$ cat src/rtl/irq_route_pkg.sv
package irq_route_pkg;

    localparam int          REG_W    = 32;
    localparam int          SEL_W    = 8;
    localparam int          DEST_W   = 4;
    localparam int          TBL_BASE = 16;
    localparam logic [7:0]  ADDR_SEL = 8'h00;
    localparam logic [7:0]  ADDR_WIN = 8'h10;
    localparam logic [7:0]  IDX_ID   = 8'h00;
    localparam logic [7:0]  IDX_VER  = 8'h01;
    localparam logic [7:0]  IDX_ARB  = 8'h02;

    // Per-pin configuration held in the redirection entry
    typedef struct packed {
        logic [DEST_W-1:0] dest;
        logic              masked;
        logic              level;
        logic              act_low;
        logic              logical;
        logic [2:0]        mode;
        logic [7:0]        vector;
    } rte_cfg_t;

    localparam rte_cfg_t CFG_RESET = '{dest: '0, masked: 1'b1, level: 1'b0,
                                       act_low: 1'b0, logical: 1'b0,
                                       mode: 3'd0, vector: 8'd0};

    typedef struct packed {
        logic [7:0]        vector;
        logic [DEST_W-1:0] dest;
        logic [2:0]        mode;
        logic              logical;
    } route_msg_t;

    function automatic rte_cfg_t cfg_load_lo(rte_cfg_t old, logic [REG_W-1:0] w);
        rte_cfg_t c;
        c         = old;
        c.vector  = w[7:0];
        c.mode    = w[10:8];
        c.logical = w[11];
        c.act_low = w[13];
        c.level   = w[15];
        c.masked  = w[16];
        return c;
    endfunction

    function automatic rte_cfg_t cfg_load_hi(rte_cfg_t old, logic [REG_W-1:0] w);
        rte_cfg_t c;
        c      = old;
        c.dest = w[27:24];
        return c;
    endfunction

    function automatic logic [REG_W-1:0] lo_image(rte_cfg_t c, logic pend, logic rirr);
        return {15'd0, c.masked, c.level, rirr, c.act_low, pend,
                c.logical, c.mode, c.vector};
    endfunction

    function automatic logic [REG_W-1:0] hi_image(rte_cfg_t c);
        return {4'd0, c.dest, 24'd0};
    endfunction

endpackage

$ cat src/rtl/rte_pin_slot.sv
module rte_pin_slot
    import irq_route_pkg::*;
(
    input  logic             clk,
    input  logic             rst,
    input  logic             wr_lo,
    input  logic             wr_hi,
    input  logic [REG_W-1:0] wdata,
    input  logic             pin_raw,
    input  logic             eoi_valid,
    input  logic [7:0]       eoi_vector,
    input  logic             accept,
    output rte_cfg_t         cfg,
    output logic             pend,
    output logic             rirr
);

    logic act;
    logic act_prev;
    logic raise;

    assign act = pin_raw ^ cfg.act_low;

    always_comb begin
        if (cfg.masked)
            raise = 1'b0;
        else if (cfg.level)
            raise = act & ~rirr & ~pend;
        else
            raise = act & ~act_prev;
    end

    always_ff @(posedge clk) begin
        if (rst) begin
            cfg      <= CFG_RESET;
            pend     <= 1'b0;
            rirr     <= 1'b0;
            act_prev <= 1'b0;
        end else begin
            if (wr_lo)
                cfg <= cfg_load_lo(cfg, wdata);
            else if (wr_hi)
                cfg <= cfg_load_hi(cfg, wdata);
            act_prev <= act;
            pend     <= (pend & ~accept) | raise;
            if (accept && cfg.level)
                rirr <= 1'b1;
            else if (eoi_valid && cfg.level && eoi_vector == cfg.vector)
                rirr <= 1'b0;
        end
    end

endmodule

$ cat src/rtl/rte_window.sv
module rte_window
    import irq_route_pkg::*;
#(
    parameter int         NUM_PINS = 24,
    parameter logic [7:0] VERSION  = 8'h11
) (
    input  logic                           clk,
    input  logic                           rst,
    input  logic                           bus_wr,
    input  logic [7:0]                     bus_addr,
    input  logic [REG_W-1:0]               bus_wdata,
    input  logic [NUM_PINS-1:0][REG_W-1:0] lo_words,
    input  logic [NUM_PINS-1:0][REG_W-1:0] hi_words,
    output logic [REG_W-1:0]               bus_rdata,
    output logic [NUM_PINS-1:0]            wr_lo,
    output logic [NUM_PINS-1:0]            wr_hi
);

    localparam logic [7:0] MAX_ENTRY = 8'(NUM_PINS - 1);

    logic [SEL_W-1:0]  sel_q;
    logic [3:0]        unit_id_q;
    logic              win_wr;
    logic [REG_W-1:0]  win_rd;
    logic [REG_W-1:0]  id_word;

    assign win_wr  = bus_wr && (bus_addr == ADDR_WIN);
    assign id_word = {4'd0, unit_id_q, 24'd0};

    always_ff @(posedge clk) begin
        if (rst) begin
            sel_q     <= '0;
            unit_id_q <= '0;
        end else begin
            if (bus_wr && bus_addr == ADDR_SEL)
                sel_q <= bus_wdata[SEL_W-1:0];
            if (win_wr && sel_q == IDX_ID)
                unit_id_q <= bus_wdata[27:24];
        end
    end

    for (genvar i = 0; i < NUM_PINS; i++) begin : g_dec
        localparam logic [7:0] LO_IDX = 8'(TBL_BASE + 2 * i);
        localparam logic [7:0] HI_IDX = 8'(TBL_BASE + 2 * i + 1);
        assign wr_lo[i] = win_wr && (sel_q == LO_IDX);
        assign wr_hi[i] = win_wr && (sel_q == HI_IDX);
    end

    always_comb begin
        win_rd = '0;
        case (sel_q)
            IDX_ID:  win_rd = id_word;
            IDX_VER: win_rd = {8'd0, MAX_ENTRY, 8'd0, VERSION};
            IDX_ARB: win_rd = id_word;
            default: begin
                for (int i = 0; i < NUM_PINS; i++) begin
                    if (sel_q == 8'(TBL_BASE + 2 * i))
                        win_rd = lo_words[i];
                    if (sel_q == 8'(TBL_BASE + 2 * i + 1))
                        win_rd = hi_words[i];
                end
            end
        endcase
    end

    always_comb begin
        case (bus_addr)
            ADDR_SEL: bus_rdata = {{(REG_W-SEL_W){1'b0}}, sel_q};
            ADDR_WIN: bus_rdata = win_rd;
            default:  bus_rdata = '0;
        endcase
    end

endmodule

$ cat src/rtl/rte_dispatch.sv
module rte_dispatch
    import irq_route_pkg::*;
#(
    parameter int NUM_PINS = 24
) (
    input  logic                     clk,
    input  logic                     rst,
    input  logic [NUM_PINS-1:0]      pend,
    input  rte_cfg_t [NUM_PINS-1:0]  cfg,
    input  logic                     msg_ready,
    output logic                     msg_valid,
    output route_msg_t               msg,
    output logic [NUM_PINS-1:0]      acc_oh
);

    localparam int IDX_W = (NUM_PINS > 1) ? $clog2(NUM_PINS) : 1;

    logic             found;
    logic [IDX_W-1:0] pick;
    logic [IDX_W-1:0] slot_idx;

    // Lowest queued index wins
    always_comb begin
        found = 1'b0;
        pick  = '0;
        for (int i = NUM_PINS - 1; i >= 0; i--) begin
            if (pend[i]) begin
                found = 1'b1;
                pick  = IDX_W'(i);
            end
        end
    end

    always_ff @(posedge clk) begin
        if (rst) begin
            msg_valid <= 1'b0;
            slot_idx  <= '0;
            msg       <= '0;
        end else if (msg_valid) begin
            if (msg_ready)
                msg_valid <= 1'b0;
        end else if (found) begin
            msg_valid   <= 1'b1;
            slot_idx    <= pick;
            msg.vector  <= cfg[pick].vector;
            msg.dest    <= cfg[pick].dest;
            msg.mode    <= cfg[pick].mode;
            msg.logical <= cfg[pick].logical;
        end
    end

    for (genvar i = 0; i < NUM_PINS; i++) begin : g_acc
        assign acc_oh[i] = msg_valid && msg_ready && (slot_idx == IDX_W'(i));
    end

endmodule

$ cat src/rtl/irq_route_unit.sv
module irq_route_unit
    import irq_route_pkg::*;
#(
    parameter int         NUM_PINS = 24,
    parameter logic [7:0] VERSION  = 8'h11
) (
    input  logic                clk,
    input  logic                rst,
    input  logic                bus_wr,
    input  logic [7:0]          bus_addr,
    input  logic [31:0]         bus_wdata,
    output logic [31:0]         bus_rdata,
    input  logic [NUM_PINS-1:0] pin_in,
    input  logic                eoi_valid,
    input  logic [7:0]          eoi_vector,
    output logic                msg_valid,
    input  logic                msg_ready,
    output logic [7:0]          msg_vector,
    output logic [3:0]          msg_dest,
    output logic [2:0]          msg_mode,
    output logic                msg_logical
);

    rte_cfg_t [NUM_PINS-1:0]        cfg_q;
    logic [NUM_PINS-1:0]            pend_q;
    logic [NUM_PINS-1:0]            rirr_q;
    logic [NUM_PINS-1:0]            acc_oh;
    logic [NUM_PINS-1:0]            wr_lo;
    logic [NUM_PINS-1:0]            wr_hi;
    logic [NUM_PINS-1:0][REG_W-1:0] lo_words;
    logic [NUM_PINS-1:0][REG_W-1:0] hi_words;
    route_msg_t                     msg;

    rte_window #(.NUM_PINS(NUM_PINS), .VERSION(VERSION)) u_window (
        .clk       (clk),
        .rst       (rst),
        .bus_wr    (bus_wr),
        .bus_addr  (bus_addr),
        .bus_wdata (bus_wdata),
        .lo_words  (lo_words),
        .hi_words  (hi_words),
        .bus_rdata (bus_rdata),
        .wr_lo     (wr_lo),
        .wr_hi     (wr_hi)
    );

    for (genvar i = 0; i < NUM_PINS; i++) begin : g_pin
        rte_pin_slot u_slot (
            .clk        (clk),
            .rst        (rst),
            .wr_lo      (wr_lo[i]),
            .wr_hi      (wr_hi[i]),
            .wdata      (bus_wdata),
            .pin_raw    (pin_in[i]),
            .eoi_valid  (eoi_valid),
            .eoi_vector (eoi_vector),
            .accept     (acc_oh[i]),
            .cfg        (cfg_q[i]),
            .pend       (pend_q[i]),
            .rirr       (rirr_q[i])
        );
        assign lo_words[i] = lo_image(cfg_q[i], pend_q[i], rirr_q[i]);
        assign hi_words[i] = hi_image(cfg_q[i]);
    end

    rte_dispatch #(.NUM_PINS(NUM_PINS)) u_dispatch (
        .clk       (clk),
        .rst       (rst),
        .pend      (pend_q),
        .cfg       (cfg_q),
        .msg_ready (msg_ready),
        .msg_valid (msg_valid),
        .msg       (msg),
        .acc_oh    (acc_oh)
    );

    assign msg_vector  = msg.vector;
    assign msg_dest    = msg.dest;
    assign msg_mode    = msg.mode;
    assign msg_logical = msg.logical;

endmodule

$ cat config.mk
export PLATFORM = sky130hd
export DESIGN_NAME = irq_route_unit
export DESIGN_NICKNAME = d
export VERILOG_FILES = /design/src/rtl/irq_route_pkg.sv /design/src/rtl/rte_pin_slot.sv /design/src/rtl/rte_window.sv /design/src/rtl/rte_dispatch.sv /design/src/rtl/irq_route_unit.sv
export SDC_FILE = /design/constraint.sdc
export NUM_CORES = 2
export LEC_CHECK = 0
export ABC_CLOCK_PERIOD_IN_PS = 3600
export BUFFER_PORTS_ARGS = -buffer_cell sky130_fd_sc_hd__buf_2
export CAP_MARGIN = 20
export CORE_MARGIN = 3
export CORE_UTILIZATION = 30
export CTS_BUF_LIST = sky130_fd_sc_hd__clkbuf_8
export CTS_CLUSTER_DIAMETER = 60
export DETAILED_ROUTE_END_ITERATION = 10
export GPL_ROUTABILITY_DRIVEN = 1
export PLACE_DENSITY_LB_ADDON = 0.1
export SLEW_MARGIN = 10
export SYNTH_ARGS = -nofsm -noshare
export SYNTH_HDL_FRONTEND = slang
export SYNTH_SLANG_ARGS = --single-unit
$ cat constraint.sdc
create_clock -name clk -period 3.6 [get_ports clk]
set_input_delay 0.36 -clock clk [delete_from_list [all_inputs] [get_ports clk]]
set_output_delay 0.36 -clock clk [all_outputs]
set_load 0.02 [all_outputs]
==> reports/metrics.yaml <==
status:
  status: "finished with violations"
  violations: "setup timing"
placement:
  placed_area_um2: 33200
  portBuffers: 104
  place_ws_ns: 0.217
  gp_congestion: 0.974
  hpwl_um: 117000
  post-place-cells: 5358
power:
  vdd_drop_max_v: 0.000209
  power_density_nw_per_um2: 362
  p_leak_nw: 12.8
  power_mw: 13.3
finish:
  drive_gt1_share_pct: 17.1
  nets: 4316
  fin_cells: 5609
  final_cell_area_um2: 36700
  area_growth_pct: 22.5
timing:
  fmax_mhz: 277
  slew_headroom_pct: 19.8
  hold_viol: 0
  finalCritPeriodShare_pct: 100
  rsz0062_at_grt: "yes"
  drv_slew: 0
  setup-violations-final: 1
  setup_ws_ns: -0.0131
  worstMarginPinSlew_ns: 1.20
  period_needed_ns: 3.61
  clock_skew_ns: 0.0622
  whs_ns: 0.128
setup_path:
  cpPeakStageDelay_ns: 0.39
  cpMaxStageDelayCell: "nor2_1"
  cp-start-kind: "flip-flop"
  end_kind: "output port"
  path_class: "flip-flop to output port"
  cp_common_cell: "buf_4"
  crit_path_max_fanout: 8
  timing.critical_path.required_ns: 3.24
  reg2regPathDepth: 8
  crit_arrival_ns: 3.25
  crit_path_cell_trace: "buf_4, nand2b_1, nor4_1, buf_4, nand2b_1, nor2_1, nand2_1, buf_4, a31oi_1, buf_4"
floorplanning:
  initial_utilization_pct: 30.4
  dieArea_um2: 104000
  coreArea_um2: 98700
  fp.dieW_um: 322
  num_rows: 115
  die_y_um: 322
  ios: 126
global_route:
  antenna_found_initial: 4
  grt_util_met1_pct: 43.2
  grt_use_met3_pct: 5.82
  grt_max_degree: 109
  overflow: 0
  met2_usage_pct: 44.6
  grt_pass1_vias: 30000
  grt.busiest_layer: "met2"
  grt_pass1_wl_um: 228000
  track_usage_pct: 30.2
routing:
  vias_per_cell: 5.85
  drt_iter0_drc: 3960
  first_pass_iters: 8
  wl_per_cell_um: 29.0
  ant_nets: 0
  drcViolationCount: 0
  via_count: 32800
  routed_wl_um: 163000
clock_network:
  cts_buffers: 107
  cts.htree.levels: 3
  ctsRootBufferMaster: "clkbuf_8"
  cts_tree: "yes"
  clock-sinks: 562
  clock_latency_ns: 0.79
  clk_pin_slew_ns: 0.07
  clk_path_buf_depth: 3
job:
  cap_viol_max_count: 0
yosys:
  synth-async-reset-ratio_pct: 0
  synth_most_common_cell: "nand2_1"
  ys.flop_type: "dfxtp_1"
  synthTopCellsByArea: "dfxtp_1 38%, nand2_1 14%, a21oi_1 9.1%"
  synth_top_area_share_pct: 37.5
  synth-edff-count: 0
  seq_area_frac_synth_pct: 37.5
  synth-seq-cells: 562
  synth_cell_types: 72
  syn_area_um2: 30000
  avgSynthCellArea_um2: 7.43
  ys_top_cells_by_count: "1,080 x nand2_1, 562 x dfxtp_1, 547 x a21oi_1"
  yosysTopAreaCell: "dfxtp_1"
  ys_warn_count: 0
  synth_cells: 4035
min_path:
  hold_path_class: "input port to flip-flop"
  whs_path_depth: 3
==> cell type report <==
cell class              instances  area [um^2]
fillers                     10400        62000
multi-input cells            3125        18000
flip-flops and latches        562        11300
repair buffers                433         3680
clock buffers                 136         1870
well taps                    1287         1610
clock inverters                53          262
inverters                      10         41.3
diodes                          3         7.51
==> worst paths after layout <==
check                           start                       end  slack [ns]
max reg2reg     g_pin[19].u_slot.pend        u_dispatch.msg[14]        0.22
max                 u_window.sel_q[4]             bus_rdata[12]       -0.01
min reg2reg  g_pin[15].u_slot.cfg[11]  g_pin[15].u_slot.cfg[11]        0.47
min                     bus_wdata[10]   g_pin[2].u_slot.cfg[10]        0.13
==> metrics by stage <==
step	util [%]	setup TNS, ns
after floorplan	-	0
after global placement	33.6	0
after detailed placement	33.6	0
after CTS	36.6	-0.156
after global routing	37.2	-0.540
final	37.2	-0.0131
==> critical path, delay by kind of cell, from the launching register on <==
| kind | cells | cell delay (ns) |
|---|---|---|
| AO/OA/AOI/OAI | 1 | 0.26 |
| buffers and inverters | 4 | 0.80 |
| flip-flops | 1 | 0.33 |
| AND/OR/NAND/NOR | 5 | 1.07 |
==> registers in the layout, indices dropped and copies added, names as in the netlist <==
signal,flops
u_dispatch.msg,16
u_window.unit_id_q,4
u_dispatch.slot_idx,5
g_pin.u_slot.rirr,24
g_pin.u_slot.pend,24
u_window.sel_q,8
g_pin.u_slot.cfg,456
u_dispatch.msg_valid,1
g_pin.u_slot.act_prev,24
==> where the power goes <==
part	internal (mW)	leakage [nW]	total, mW	switching (mW)
clock	3.43	1.23	6.48	3.05
combinational	0.150	7.05	0.582	0.432
sequential	6.23	4.53	6.24	0.00388
==> layer usage <==
layer / routed length (um) / share of wire (%)
met5: 0 / 0
met4: 6970 / 4.3
met1: 73300 / 45
met2: 68400 / 42
met3: 14100 / 8.7
==> cells in the final DEF (no fill, tap or decap), types with 21 or more instances in the layout <==
master	synthesis	final
inv_1	10	48
xor2_1	153	153
a311oi_1	22	22
o211ai_1	26	26
clkbuf_8	0	136
a21oi_1	547	536
nor4_1	41	39
nand3b_1	28	28
buf_2	54	91
buf_12	0	33
xnor2_1	64	64
buf_4	17	253
a31oi_1	34	29
nor3_1	69	50
dfxtp_1	562	558
o21ai_0	93	85
and3_1	48	47
nand3_1	94	85
nand2_1	1080	1071
a222oi_1	22	22
dlygate4sd3_1	0	26
a22o_1	22	22
a22oi_1	130	116
o41ai_1	21	21
mux2i_1	84	84
nand4_1	45	45
a211oi_1	62	55
nor2_1	255	231
==> timing repair <==
item	4_1_cts	5_1_grt
gates resized for setup	116	101
pin swaps	28	35
gates cloned	0	3
hold endpoints to repair	34	0
setup endpoints to repair	21	20
hold buffers	26	0
buffers inserted	16	15
==> logic make-up after synthesis <==
| logic type | after synthesis | share of synthesized area, % |
|---|---|---|
| multiplexers | 102 | 4.16 |
| flip-flops | 562 | 37.5 |
| XOR/XNOR | 217 | 6.34 |
| other | 1 | 0.0125 |
| AND/OR/NAND/NOR | 1713 | 24.1 |
| buffers and inverters | 355 | 5.11 |
| AO/OA/AOI/OAI | 1085 | 22.7 |
No activity file was read; power rests on OpenSTA's default activity.
